### src/rtl/adc_ctl_pkg.sv
package adc_ctl_pkg;
  // control word layout; the positions are decoded by software
  localparam int CTL_W   = 32;
  localparam int LP_BIT  = 10;
  localparam int CAL_BIT = 30;

  typedef enum logic [2:0] {
    SQ_IDLE,
    SQ_WARM,
    SQ_SAMPLE,
    SQ_CONV,
    SQ_CAL_GO,
    SQ_CAL_WAIT
  } seq_state_e;
endpackage

### src/rtl/adc_ctl_regs.sv
module adc_ctl_regs
  import adc_ctl_pkg::*;
#(
  parameter int DIV_W = 8
) (
  input  logic             clk,
  input  logic             rst,
  input  logic             wr_en,
  input  logic [CTL_W-1:0] wdata,
  input  logic             cal_clr,
  output logic [DIV_W-1:0] div_q,
  output logic             lp_q,
  output logic             cal_q,
  output logic [CTL_W-1:0] rdata
);
  logic unused_bits;
  assign unused_bits = ^{wdata[CTL_W-1:DIV_W]};

  always_ff @(posedge clk) begin
    if (rst) begin
      div_q <= '0;
      lp_q  <= 1'b0;
      cal_q <= 1'b0;
    end else if (cal_q) begin
      // locked while calibrating; only completion may clear the bit
      if (cal_clr) cal_q <= 1'b0;
    end else if (wr_en) begin
      div_q <= wdata[DIV_W-1:0];
      lp_q  <= wdata[LP_BIT];
      cal_q <= wdata[CAL_BIT];
    end
  end

  always_comb begin
    rdata                = '0;
    rdata[DIV_W-1:0]     = div_q;
    rdata[LP_BIT]        = lp_q;
    rdata[CAL_BIT]       = cal_q;
  end
endmodule

### src/rtl/adc_ctl_clkdiv.sv
module adc_ctl_clkdiv #(
  parameter int DIV_W = 8
) (
  input  logic             clk,
  input  logic             rst,
  input  logic [DIV_W-1:0] div,
  output logic             tick
);
  logic [DIV_W-1:0] cnt_q;

  // reload from div on each tick, so a new divide value applies at the next reload
  always_ff @(posedge clk) begin
    if (rst)               cnt_q <= '0;
    else if (cnt_q == '0)  cnt_q <= div;
    else                   cnt_q <= cnt_q - 1'b1;
  end

  assign tick = (cnt_q == '0);
endmodule

### src/rtl/adc_ctl_seq.sv
module adc_ctl_seq
  import adc_ctl_pkg::*;
#(
  parameter int STARTUP_TICKS = 15
) (
  input  logic clk,
  input  logic rst,
  input  logic lp,
  input  logic cal_req,
  input  logic trig,
  input  logic tick,
  input  logic conv_done,
  input  logic cal_done,
  output logic pwr_en,
  output logic sample_start,
  output logic cal_start,
  output logic cal_clr
);
  localparam int SU_W = $clog2(STARTUP_TICKS + 1);
  localparam logic [SU_W-1:0] SU_LAST = SU_W'(STARTUP_TICKS - 1);

  seq_state_e      state_q, state_n;
  logic [SU_W-1:0] su_q, su_n;
  logic            pend_q, pend_n;
  logic            take;

  assign take = trig && !cal_req;

  always_comb begin
    state_n = state_q;
    su_n    = su_q;
    pend_n  = pend_q;
    cal_clr = 1'b0;
    case (state_q)
      SQ_IDLE: begin
        if (cal_req) begin
          state_n = SQ_CAL_GO;
          pend_n  = 1'b0;
        end else if (trig || pend_q) begin
          pend_n = 1'b0;
          if (lp) begin
            state_n = SQ_WARM;
            su_n    = '0;
          end else begin
            state_n = SQ_SAMPLE;
          end
        end
      end
      SQ_WARM: begin
        if (take) pend_n = 1'b1;
        if (tick) begin
          if (su_q == SU_LAST) state_n = SQ_SAMPLE;
          else                 su_n    = su_q + 1'b1;
        end
      end
      SQ_SAMPLE: begin
        if (take) pend_n = 1'b1;
        state_n = SQ_CONV;
      end
      SQ_CONV: begin
        if (take) pend_n = 1'b1;
        if (conv_done) begin
          if ((pend_q || trig) && !cal_req) begin
            state_n = SQ_SAMPLE;
            pend_n  = 1'b0;
          end else begin
            state_n = SQ_IDLE;
          end
        end
      end
      SQ_CAL_GO: state_n = SQ_CAL_WAIT;
      SQ_CAL_WAIT: begin
        if (cal_done) begin
          state_n = SQ_IDLE;
          cal_clr = 1'b1;
        end
      end
      default: state_n = SQ_IDLE;
    endcase
  end

  always_ff @(posedge clk) begin
    if (rst) begin
      state_q      <= SQ_IDLE;
      su_q         <= '0;
      pend_q       <= 1'b0;
      pwr_en       <= 1'b0;
      sample_start <= 1'b0;
      cal_start    <= 1'b0;
    end else begin
      state_q      <= state_n;
      su_q         <= su_n;
      pend_q       <= pend_n;
      pwr_en       <= !lp || (state_n != SQ_IDLE);
      sample_start <= (state_n == SQ_SAMPLE);
      cal_start    <= (state_n == SQ_CAL_GO);
    end
  end
endmodule

### src/rtl/adc_pwr_ctl.sv
module adc_pwr_ctl
  import adc_ctl_pkg::*;
#(
  parameter int DIV_W         = 8,
  parameter int STARTUP_TICKS = 15
) (
  input  logic        clk,
  input  logic        rst,
  input  logic        bus_wr,
  input  logic [31:0] bus_wdata,
  output logic [31:0] bus_rdata,
  input  logic        sw_trig,
  input  logic        hw_trig,
  output logic        smp_clk_en,
  output logic        ana_pwr_en,
  output logic        sample_start,
  input  logic        conv_done,
  output logic        cal_start,
  input  logic        cal_done
);
  logic [DIV_W-1:0] div;
  logic             lp, cal_bit, cal_clr;

  adc_ctl_regs #(.DIV_W(DIV_W)) regs_i (
    .clk(clk), .rst(rst), .wr_en(bus_wr), .wdata(bus_wdata),
    .cal_clr(cal_clr), .div_q(div), .lp_q(lp), .cal_q(cal_bit),
    .rdata(bus_rdata)
  );

  adc_ctl_clkdiv #(.DIV_W(DIV_W)) div_i (
    .clk(clk), .rst(rst), .div(div), .tick(smp_clk_en)
  );

  adc_ctl_seq #(.STARTUP_TICKS(STARTUP_TICKS)) seq_i (
    .clk(clk), .rst(rst), .lp(lp), .cal_req(cal_bit),
    .trig(sw_trig | hw_trig), .tick(smp_clk_en),
    .conv_done(conv_done), .cal_done(cal_done),
    .pwr_en(ana_pwr_en), .sample_start(sample_start),
    .cal_start(cal_start), .cal_clr(cal_clr)
  );
endmodule

### config.mk
export PLATFORM = sky130hd
export DESIGN_NAME = adc_pwr_ctl
export DESIGN_NICKNAME = d
export VERILOG_FILES = /design/src/rtl/adc_ctl_pkg.sv /design/src/rtl/adc_ctl_regs.sv /design/src/rtl/adc_ctl_clkdiv.sv /design/src/rtl/adc_ctl_seq.sv /design/src/rtl/adc_pwr_ctl.sv
export SDC_FILE = /design/constraint.sdc
export NUM_CORES = 1
export LEC_CHECK = 0
export ABC_AREA = 1
export BUFFER_PORTS_ARGS = -buffer_cell sky130_fd_sc_hd__buf_2
export CAP_MARGIN = 20
export CORE_MARGIN = 2
export CORE_UTILIZATION = 42
export DETAILED_ROUTE_END_ITERATION = 10
export HOLD_SLACK_MARGIN = 0.12
export PLACE_DENSITY_LB_ADDON = 0.3
export SLEW_MARGIN = 5
export SYNTH_ARGS = -nofsm -noshare
export SYNTH_HDL_FRONTEND = slang
export SYNTH_SLANG_ARGS = --single-unit
### constraint.sdc
create_clock -name clk -period 1.43 [get_ports clk]
set_clock_uncertainty 0.2 [all_clocks]
set_input_delay 0.286 -clock clk [delete_from_list [all_inputs] [get_ports clk]]
set_output_delay 0.286 -clock clk [all_outputs]
set_load 0.02 [all_outputs]
Yosys cells after proc, flatten, opt, wreduce, memory -nomap -nowiden
Cells that the tools add are included.
{"block": "totals", "elab_cells": 70, "input_bits": 39, "out_inout_bits": 36, "register_bits": 29}
{"block": "classes", "n_reduce_logical": 15, "n_bitwise": 2, "muxes": 27, "eq_ne": 14, "addsub": 2}
{"operator": "2-to-1 mux 4 bit", "n": 5}
{"operator": "2-to-1 mux 3 bit", "n": 6}
{"operator": "one-hot mux 3 bit (6 select lines)", "n": 1}
{"operator": "2-to-1 mux 1 bit", "n": 10}
{"operator": "equality test 3 x 2 -> 1 bit, second input constant", "n": 3}
{"operator": "equality test 3 bit, second input constant", "n": 3}
{"operator": "logical NOT 8 bit", "n": 1}
{"operator": "2-to-1 mux 8 bit", "n": 1}
{"operator": "!= test 2 bit, second input constant", "n": 4}
{"operator": "one-hot mux 4 bit (2 select lines)", "n": 1}
{"operator": "subtractor 8 x 1 -> 8 bit, second input constant", "n": 1}
{"operator": "AND reduction 6 bit", "n": 1}
{"operator": "nonzero test 3 bit", "n": 2}
{"operator": "adder 4 x 1 -> 4 bit, second input constant", "n": 1}
{"operator": "equality test 4 bit, second input constant", "n": 1}
{"operator": "2-to-1 mux 2 bit", "n": 2}
{"operator": "AND reduction 2 bit", "n": 2}
{"operator": "equality test 3 x 1 -> 1 bit, second input constant", "n": 1}
{"operator": "logical NOT 3 bit", "n": 1}
{"operator": "!= test 3 x 2 -> 1 bit, second input constant", "n": 1}
{"operator": "one-hot mux 1 bit (3 select lines)", "n": 1}
{"operator": "logical AND 1 bit", "n": 2}
{"operator": "logical NOT 1 bit", "n": 2}
{"operator": "logical OR 1 bit", "n": 2}
{"operator": "5 further kinds", "n": 5}

Logic depth before layout (Yosys ltp)
Gate-level depths: netlist of the first run.
{"block": "depth", "depth_word": 8, "ltp_mapped": 10, "depth_no_buf": 10}

Cells and area by module
A second synthesis of the first run with hierarchy kept.
{"block": "unflattened", "hier_cells": 270, "area_unflattened_um2": 1836.8}
{"module": "adc_ctl_regs", "seq_area_each_um2": 200.2, "cells_each": 97, "n_inst": 1, "area_per_inst_um2": 699.4}
{"module": "adc_ctl_seq", "seq_area_each_um2": 220.2, "cells_each": 94, "n_inst": 1, "area_per_inst_um2": 618.1}
{"module": "adc_ctl_clkdiv", "seq_area_each_um2": 160.2, "cells_each": 76, "n_inst": 1, "area_per_inst_um2": 508.0}
{"module": "adc_pwr_ctl", "seq_area_each_um2": 0.0, "cells_each": 3, "n_inst": 1, "area_per_inst_um2": 11.3}

Worst setup path after synthesis of the first run
OpenSTA, ideal clock, no wires.
{"block": "synth_path", "path_kind": "register -> register", "start": "register div_i.cnt_q[0]", "end": "register div_i.cnt_q[4]", "required_ns": 1.109, "synth_period_minus_slack_ns": 1.554, "arrival_time_ns": 1.233, "setup_ns": 0.121, "setup_slack_ns": -0.124, "path_stages_with_launch": 9, "n_path_buf": 1, "path_cell_list": "dfxtp_1 inv_1 ha_1 nand2_1 nor2_8 inv_4 buf_2 o21ai_0 a21oi_1"}
{"block": "synth_between", "elab_chain_cells": 2, "elab_cells_between_ends": 3, "classes_between": "add/sub: 1; mux: 1; reduce/logical: 1"}
{"item": "start, declared", "line": "adc_ctl_clkdiv.sv:9", "rtl": "logic [DIV_W-1:0] cnt_q;"}
{"item": "start signal, assigned", "line": "adc_ctl_clkdiv.sv:14", "rtl": "else if (cnt_q == '0) cnt_q <= div;"}
{"item": "start signal, assigned", "line": "adc_ctl_clkdiv.sv:15", "rtl": "else cnt_q <= cnt_q - 1'b1;"}
{"item": "logical NOT 8 bit"}
{"item": "via smp_clk_en", "line": "adc_pwr_ctl.sv:14", "rtl": "output logic smp_clk_en,"}
{"item": "2-to-1 mux 8 bit", "line": "adc_ctl_clkdiv.sv:14"}
The timed path passes the listed nets, and every way through them passes these cells.
A chain may end at the register's enable or synchronous reset.

Worst setup path in the final report of the first run
{"block": "layout_path", "start": "register div_i.cnt_q[1]", "end": "output smp_clk_en"}
{"block": "layout_between", "elab_chain_cells": 1}
{"item": "logical NOT 8 bit", "line": "adc_ctl_clkdiv.sv:18", "rtl": "assign tick = (cnt_q == '0);"}
{"item": "end, declared", "line": "adc_pwr_ctl.sv:14"}
No other way between the ends.

==> flow_metrics.env, run 1 <==
export IMPL_timing_reg2reg_setup_slack_ns=-0.15
export IMPL_place_hpwl_um=2470
export IMPL_hold_class="in2reg"
export IMPL_yosys_register_bits=29
export IMPL_die_y_um=65.6
export IMPL_critPathRequiredTime_ns=0.94
export IMPL_routed_via_density=4.53
export IMPL_row_count=22
export IMPL_crit_type="reg2out"
export IMPL_cts_num_sinks=29
export IMPL_rsz0062_at_grt="true"
export IMPL_post_drt_wl_per_cell_um=11.1
export IMPL_drive_above_1_share_pct=43.7
export IMPL_grt_overflow_total=0
export IMPL_clk_latency_ns=0.29
export IMPL_drc=0
export IMPL_power_leakage_nw=1.15
export IMPL_ys_flop_type="dfxtp_1"
export IMPL_antenna_left=0
export IMPL_antenna_found_initial=0
export IMPL_cts_buffer_depth=2
export IMPL_dieArea_mm2=0.00430
export IMPL_core_mm2=0.00366
export IMPL_chipWidth_um=65.6
export IMPL_yosysTopAreaCell="dfxtp_1"
export IMPL_hold_violations=0
export IMPL_wirelength_um=3780
export IMPL_arrival_ns=1.14
export IMPL_ys_seq_area_share_pct=36.5
export IMPL_h_tree_depth=2
export IMPL_gp_congestion=0.810
export IMPL_ir_drop_uv=920
export IMPL_first_global_vias=1340
export IMPL_fin_crit_sh_pct=113
export IMPL_reg2reg_from="div_i.cnt_q[1]"
export IMPL_yosysUniqueCellTypes=29
export IMPL_dr_first_iter_drc_count=45
export IMPL_setup_viol=15
export IMPL_status="finished, violations left"
export IMPL_fillCellCount=319
export IMPL_yosysWarnings=0
export IMPL_clk_pin_slew_ns=0.06
export IMPL_layout_cells_non_filler=341
export IMPL_ys_async_sr_fraction_pct=0
export IMPL_io_pins=75
export IMPL_via_count=1546
export IMPL_hp_start="cal_done"
export IMPL_endpoint_kind="primary output"
export IMPL_port_buffer_count=30
export IMPL_synth_edf_count=0
export IMPL_grt_pass1_wl_um=5890
export IMPL_firstDrtPassIters=4
export IMPL_pwr_density_cell_mw_per_mm2=1620
export IMPL_path_cells="inv_2, ha_4, nand2_4, nor2_8, buf_6"
export IMPL_min_period_ns=1.62
export IMPL_hold_ws_ns=0.128
export IMPL_slowest_stage="dfxtp_2"
export IMPL_syn_area_per_cell_um2=7.30
export IMPL_start_util_pct=43.5
export IMPL_slowest_delay_ns=0.32
export IMPL_critPathLaunch="div_i.cnt_q[1]"
export IMPL_cts_root_buffer="clkbuf_8"
export IMPL_cts_tree="built"
export IMPL_cp_max_fo=4
export IMPL_grt_max_degree=18
export IMPL_violations="setup timing"
export IMPL_syn_area_mm2=0.00159
export IMPL_critPathLaunchType="register"
export IMPL_syn2layout_area_growth_pct=49.8
export IMPL_maxCapViolCount=0
export IMPL_antenna_cells=0
export IMPL_synth_area_leaders="dfxtp_1, buf_4, nor2_1"
export IMPL_grt_use_total_pct=18.3
export IMPL_fmax_mhz=617
export IMPL_finalWorstSetupSlack_ns=-0.191
export IMPL_setup_tns_ns=-1.37
export IMPL_syn_inst=218
export IMPL_synth_top_area_share_pct=36.5
export IMPL_finalMaxSlewViolations=0
export IMPL_nNetsFinal=336
export IMPL_dp_cells=321
export IMPL_cts_made_buffers=5
[logic make-up after synthesis]
family | synth area share, %
adder cells (fa/ha/maj) | 3.14
flip-flops | 36.5
other | 0.236
buffers and inverters | 17.5
AND/OR/NAND/NOR | 25.3
AO/OA/AOI/OAI | 13.5
XOR/XNOR | 3.85
[final cells by class]
type / count / area, µm² / area share (%)
inverters: 20 / 82.6 / 3.46
well taps: 48 / 60.1 / 2.52
flip-flops and latches: 29 / 588 / 24.7
clock buffers: 7 / 86.3 / 3.62
repair buffers: 76 / 576 / 24.1
multi-input cells: 161 / 991 / 41.6
[metrics by stage]
step | instance area, µm² | util (%) | power (mW) | setup WS [ns]
after floorplan | 1700 | - | 2.17 | 0.000460
after global placement | 1980 | 54.1 | 2.69 | -0.0900
after detailed placement | 1980 | 54.1 | 2.72 | -0.0913
after CTS | 2200 | 60.1 | 3.52 | -0.209
after global routing | 2380 | 65.1 | 4.12 | -0.232
final | 2380 | 65.1 | 3.85 | -0.191
[layout by cell type, fill, tap and decap left out, drive strengths merged, types with 5 or more instances in the layout]
cell	n
a21oi	16
buf	65
clkbuf	8
conb	22
dfxtp	29
dlygate4sd3	10
inv	19
nand2	29
nand3	11
nor2	45
o21ai	20
xor2	5
[timing repair]
item	4_1_cts	5_1_grt
resized for setup	10	44
endpoints found under the hold margin	10	0
pin swaps	2	13
hold buffers	10	0
buffers inserted	2	0
gates cloned	0	1
setup endpoints to repair	10	18
[power by group]
part	switching [mW]	internal (mW)	total, mW
combinational	1.08	0.973	2.06
clock	0.305	0.381	0.686
sequential	0.128	0.982	1.11
[cell usage after synthesis (2+ instances only)]
library cell  count
a21oi_1          15
clkbuf_1          4
nand4_1           3
nand2_1          26
inv_1            15
buf_4            24
xnor2_1           2
nor2_1           40
o21ai_0          17
ha_1              4
o21ai_1           2
xor2_1            5
inv_2             3
dfxtp_1          29
nand3_1          10
nor2_2            4
nand2_2           3
[critical path: cells and delay by family, from the launching register on]
kind / cells / cell delay, ns
fa+ha+maj: 1 / 0.15
buf+inv: 2 / 0.20
simple gates: 2 / 0.18
flops: 1 / 0.32
[layer usage]
layer | global-route usage (%) | part of all wire (%) | vias up | routed length, µm
met1 | 22.1 | 42 | 693 | 1580
met5 | 0 | 0 | - | 0
li1 | - | - | 797 | -
met3 | 5.82 | 5.1 | 8 | 193
met2 | 29.1 | 51 | 48 | 1910
met4 | 9.64 | 2.5 | 0 | 95
[flip-flops by register name, indices dropped and copies added, names as in the netlist]
signal and cells:
seq_i.state_q 3, regs_i.lp_q 1, regs_i.div_q 8, seq_i.su_q 4, regs_i.cal_q 1, seq_i.cal_start 1
div_i.cnt_q 8, seq_i.pend_q 1, seq_i.pwr_en 1, seq_i.sample_start 1
[path summary, 6_finish.rpt]
kind,cells past startpoint,end
max,5,smp_clk_en
min,4,regs_i.cal_q
max reg2reg,10,seq_i.su_q[0]
min reg2reg,1,div_i.cnt_q[0]
Note: power is estimated with default switching activity, not from simulation.
==> run 2: changes to the inputs <==
- CORE_UTILIZATION: 42 -> 46
- clock period: 1.43 -> 1.83 ns (I/O delays scaled with it)
==> flow_metrics.env, run 2 (synthesis results as in run 1) <==
export IMPL_grt_overflow_total=0
export IMPL_post_drt_wl_per_cell_um=9.78
export IMPL_grt_pass1_wl_um=5070
export IMPL_cp_max_fo=4
export IMPL_slowest_stage="dfxtp_1"
export IMPL_clk_latency_ns=0.32
export IMPL_clk_pin_slew_ns=0.09
export IMPL_endpoint_kind="primary output"
export IMPL_finalWorstSetupSlack_ns=0.0852
export IMPL_nNetsFinal=303
export IMPL_ir_drop_uv=506
export IMPL_mostFrequentLayoutCells="nor2_1, buf_2, dfxtp_1"
export IMPL_arrival_ns=1.18
export IMPL_via_count=1386
export IMPL_critPathRequiredTime_ns=1.26
export IMPL_firstDrtPassIters=4
export IMPL_port_buffer_count=30
export IMPL_critPathLaunch="div_i.cnt_q[4]"
export IMPL_h_tree_depth=2
export IMPL_slowest_delay_ns=0.36
export IMPL_setup_tns_ns=0
export IMPL_fin_crit_sh_pct=95.3
export IMPL_fmax_mhz=573
export IMPL_hold_violations=0
export IMPL_r2r_end="seq_i.su_q[0]"
export IMPL_dieArea_mm2=0.00395
export IMPL_setup_viol=0
export IMPL_cts_num_sinks=29
export IMPL_dr_first_iter_drc_count=54
export IMPL_status="finished, final reports clean"
export IMPL_syn2layout_area_growth_pct=16.9
export IMPL_cts_buffer_depth=2
export IMPL_place_hpwl_um=2170
export IMPL_fin_util_pct=55.8
export IMPL_hold_ws_ns=0.131
export IMPL_crit_end="smp_clk_en"
export IMPL_worst_path_buf_inv=1
export IMPL_antenna_found_initial=0
export IMPL_critPathLaunchType="register"
export IMPL_grt_max_degree=18
export IMPL_first_global_vias=1139
export IMPL_io_pins=75
export IMPL_ff2ff_path_depth=10
export IMPL_wirelength_um=3000
export IMPL_drive_above_1_share_pct=22.6
export IMPL_critPathTopFamily="simple AND/OR/NAND/NOR gates"
export IMPL_cts_tree="built"
export IMPL_chipWidth_um=62.8
export IMPL_rsz0062_at_grt="false"
export IMPL_gp_congestion=0.819
export IMPL_core_mm2=0.00334
export IMPL_crit_type="reg2out"
export IMPL_hold_class="in2reg"
export IMPL_routed_via_density=4.51
export IMPL_antenna_cells=0
export IMPL_antenna_left=0
export IMPL_start_util_pct=47.7
export IMPL_power_leakage_nw=0.916
export IMPL_pwr_density_cell_mw_per_mm2=1180
export IMPL_die_y_um=62.8
export IMPL_path_cells="nor2_2, nand2_2, nor2_8, buf_6"
export IMPL_place_ws_ns=0.175
export IMPL_finalMaxSlewViolations=0
export IMPL_reg2reg_from="div_i.cnt_q[0]"
export IMPL_fin_area_mm2=0.00186
export IMPL_drc=0
export IMPL_critical_path_cell_count=4
export IMPL_cts_root_buffer="clkbuf_4"
export IMPL_mostFrequentLayoutCell="nor2_1"
export IMPL_row_count=21
export IMPL_grt_use_total_pct=16.0
export IMPL_timing_reg2reg_setup_slack_ns=0.14
export IMPL_placed_area_mm2=0.00169
export IMPL_min_period_ns=1.74
export IMPL_cts_made_buffers=5
export IMPL_top_regs="div_i.cnt_q (8), regs_i.div_q (8), seq_i.su_q (4)"
export IMPL_maxCapViolCount=0
-- run 2: changes by cell type in the layout (fill, tap and decap cells not counted), moves of 5 or more --
cell,delta
buf_4,-29
clkbuf_4,+5
o21ai_0,+8
a21oi_2,-6
clkbuf_8,-6
a21oi_1,+6
o21ai_2,-5
nor2_1,+6
-- run 2: metal layers --
metal	part of all wire [%]	GRT usage (%)	routed length, µm	up-vias
met4	0.77	5.83	23	0
met2	45	24.3	1340	38
met1	50	21.8	1490	609
li1	-	-	-	735
met3	5.0	3.96	149	4
met5	0	0	0	-
-- run 2: repair_timing --
action | in CTS | in global routing
setup buffers | 1 | 1
resized for setup | 2 | 5
endpoints found under the setup margin | 1 | 5
endpoints found under the hold margin | 9 | 0
pin swaps | 1 | 2
hold buffers | 9 | 0
-- run 2: per-stage QoR --
stage	std cells	total power, mW
floorplan	239	1.62
global placement	288	1.75
detailed placement	288	1.76
CTS	306	2.17
global route	307	2.38
finish	307	2.19
-- run 2: worst min path at each step --
stage	from	end	slack (ns)	depth (start not counted)
2_1_floorplan	div_i.cnt_q[0]	div_i.cnt_q[0]	0.21	1
3_3_place_gp	div_i.cnt_q[0]	div_i.cnt_q[0]	0.22	1
3_5_place_dp	div_i.cnt_q[0]	div_i.cnt_q[0]	0.23	1
4_1_cts	bus_wdata[10]	regs_i.lp_q	0.13	3
5_1_grt	bus_wdata[10]	regs_i.lp_q	0.13	3
6_report	bus_wdata[10]	regs_i.lp_q	0.13	3
-- run 2: cell type report --
type                            instances  area [µm²]
Clock buffer                            8        48.8
Fill cell                             354        1480
Inverter                               20        80.1
Multi-Input combinational cell        161         815
Sequential cell                        29         583
Tap cell                               46        57.6
Timing Repair Buffer                   43         277
-- run 2: report_power, final --
group / switching (mW) / internal, mW / leakage [nW]
Sequential: 0.108 / 0.760 / 0.240
Combinational: 0.594 / 0.367 / 0.649
Clock: 0.210 / 0.153 / 0.0265
Total: 0.912 / 1.28 / 0.916
-- run 2: tightest hold or removal path: cells and delay by family --
family	cells	cell delay (ns)
compound gates	2	0.17
buf+inv	1	0.07
==> run 3: changes to the inputs <==
- CORE_UTILIZATION: 46 -> 45
- REMOVE_ABC_BUFFERS: not set -> 1
- SETUP_SLACK_MARGIN: not set -> 0.3
==> flow_metrics.env, run 3 (synthesis results as in run 1) <==
export IMPL_hold_violations=0
export IMPL_cts_num_sinks=29
export IMPL_hold_class="in2reg"
export IMPL_clk_pin_slew_ns=0.09
export IMPL_start_util_pct=47.3
export IMPL_dr_first_iter_drc_count=36
export IMPL_seqPwrFrac_pct=34.9
export IMPL_fillCellCount=308
export IMPL_via_count=1453
export IMPL_setup_tns_ns=0
export IMPL_maxCapViolCount=0
export IMPL_path_cells="nor2_2, nand2_2, nor2_8, buf_6"
export IMPL_slowest_stage="dfxtp_2"
export IMPL_status="finished, final reports clean"
export IMPL_cp_max_fo=3
export IMPL_wl_met2_um=1670
export IMPL_rsz0062_at_grt="true"
export IMPL_top_layer="met4"
export IMPL_power_switching_mw=1.09
export IMPL_cts_buffer_depth=2
export IMPL_min_period_ns=1.71
export IMPL_first_global_vias=1289
export IMPL_grt_overflow_total=0
export IMPL_mostFrequentLayoutCells="nor2_1, buf_2, nand2_1, conb_1, dfxtp_1"
export IMPL_grt_max_degree=18
export IMPL_dp_cells=288
export IMPL_crit_type="reg2out"
export IMPL_post_drt_wl_per_cell_um=10.8
export IMPL_power_leakage_nw=1.02
export IMPL_antenna_cells=0
export IMPL_firstDrtPassIters=4
export IMPL_fin_crit_sh_pct=93.4
export IMPL_chipWidth_um=63.5
export IMPL_io_pins=75
export IMPL_dieArea_mm2=0.00403
export IMPL_antenna_found_initial=0
export IMPL_critPathRequiredTime_ns=1.26
export IMPL_grt_use_total_pct=17.6
export IMPL_fmax_mhz=585
export IMPL_power_frac_clock_pct=14.8
export IMPL_arrival_ns=1.14
export IMPL_antenna_left=0
export IMPL_finalMaxSlewViolations=0
export IMPL_gp_congestion=0.851
export IMPL_critPathLaunchType="register"
export IMPL_drc=0
export IMPL_drive_above_1_share_pct=35.6
export IMPL_wl_met3_um=180
export IMPL_row_count=21
export IMPL_mostFrequentLayoutCell="nor2_1"
export IMPL_clk_latency_ns=0.34
export IMPL_ir_drop_uv=619
export IMPL_die_y_um=63.5
export IMPL_p_sw_share_pct=42.3
export IMPL_cts_made_buffers=5
export IMPL_seqCellArea_um2=596
export IMPL_place_hpwl_um=2200
export IMPL_p_comb_share_pct=50.3
export IMPL_layout_cells_non_filler=321
export IMPL_routed_via_density=4.53
export IMPL_port_buffer_count=30
export IMPL_h_tree_depth=2
export IMPL_core_mm2=0.00336
export IMPL_slowest_delay_ns=0.35
export IMPL_setup_viol=0
export IMPL_top_regs="div_i.cnt_q (8), regs_i.div_q (8), seq_i.su_q (4)"
export IMPL_pwr_density_cell_mw_per_mm2=1220
export IMPL_nNetsFinal=317
export IMPL_grt_pass1_wl_um=5470
export IMPL_syn2layout_area_growth_pct=33.1
export IMPL_multi_input_area_um2=916
export IMPL_internal_power_mw=1.49
export IMPL_drt_met1_wl_um=1540
export IMPL_cts_tree="built"
export IMPL_endpoint_kind="primary output"
export IMPL_wirelength_um=3460
export IMPL_cts_root_buffer="clkbuf_4"
[run 3: cell count changes in the layout (fill, tap and decap cells not counted), sizes merged]
cell	before	now
buf	34	42
clkbuf	8	5
clkinv	1	4
clkinvlp	0	1
dlygate4sd3	9	14
[run 3: timing repair]
action	4_1_cts	5_1_grt
setup endpoints to repair	11	16
pin swaps	5	4
buffers inserted	5	5
resized for setup	17	36
hold endpoints to repair	11	0
cloned	0	1
hold buffers	14	0
[run 3: cell type report]
type | instances | area share (%)
Inverter | 20 | 4.13
Multi-Input combinational cell | 161 | 43.2
Tap cell | 46 | 2.72
Clock buffer | 5 | 1.77
Timing Repair inverter | 1 | 0.413
Timing Repair Buffer | 56 | 18.8
Clock inverter | 3 | 0.827
Sequential cell | 29 | 28.1
[run 3: stage by stage]
stage                     setup WS (ns)  instance area, µm²  utilization (%)  hold WS, ns  total power [mW]
after floorplan                   0.281                1470                -        0.207              1.57
after global placement            0.171                1690             50.3        0.217              1.75
after detailed placement          0.174                1690             50.3        0.221              1.76
after CTS                         0.106                1970             58.6        0.153              2.33
after global routing             0.0552                2120             63.0        0.164              2.78
final                             0.120                2120             63.0        0.166              2.58
[run 3: routing by layer]
metal	track usage [%]	vias up
met1	21.5	636
met4	7.34	0
met2	27.6	48
li1	-	762
met3	6.61	7
met5	0	-
[run 3: path summary, 6_finish.rpt]
| kind | cells after the start | from | end | slack, ns |
|---|---|---|---|---|
| setup / recovery | 4 | div_i.cnt_q[2] | smp_clk_en | 0.12 |
| hold / removal | 4 | rst | div_i.cnt_q[7] | 0.17 |
| setup reg to reg | 10 | div_i.cnt_q[2] | seq_i.su_q[2] | 0.15 |
| hold reg to reg | 1 | div_i.cnt_q[0] | div_i.cnt_q[0] | 0.23 |
[run 3: power groups by stage]
stage / Combinational [mW] / Clock, mW / Sequential [mW]
after floorplan: 0.677 / 0 / 0.892
after global placement: 0.873 / 0 / 0.874
after detailed placement: 0.884 / 0 / 0.877
after CTS: 1.06 / 0.390 / 0.881
after global routing: 1.44 / 0.433 / 0.916
final: 1.30 / 0.381 / 0.900
[run 3: worst max-delay path: cells and delay by family (launching register included)]
kind,cells,cell delay (ns)
buffers and inverters,1,0.12
DFF,1,0.35
and+or+nand+nor,3,0.35
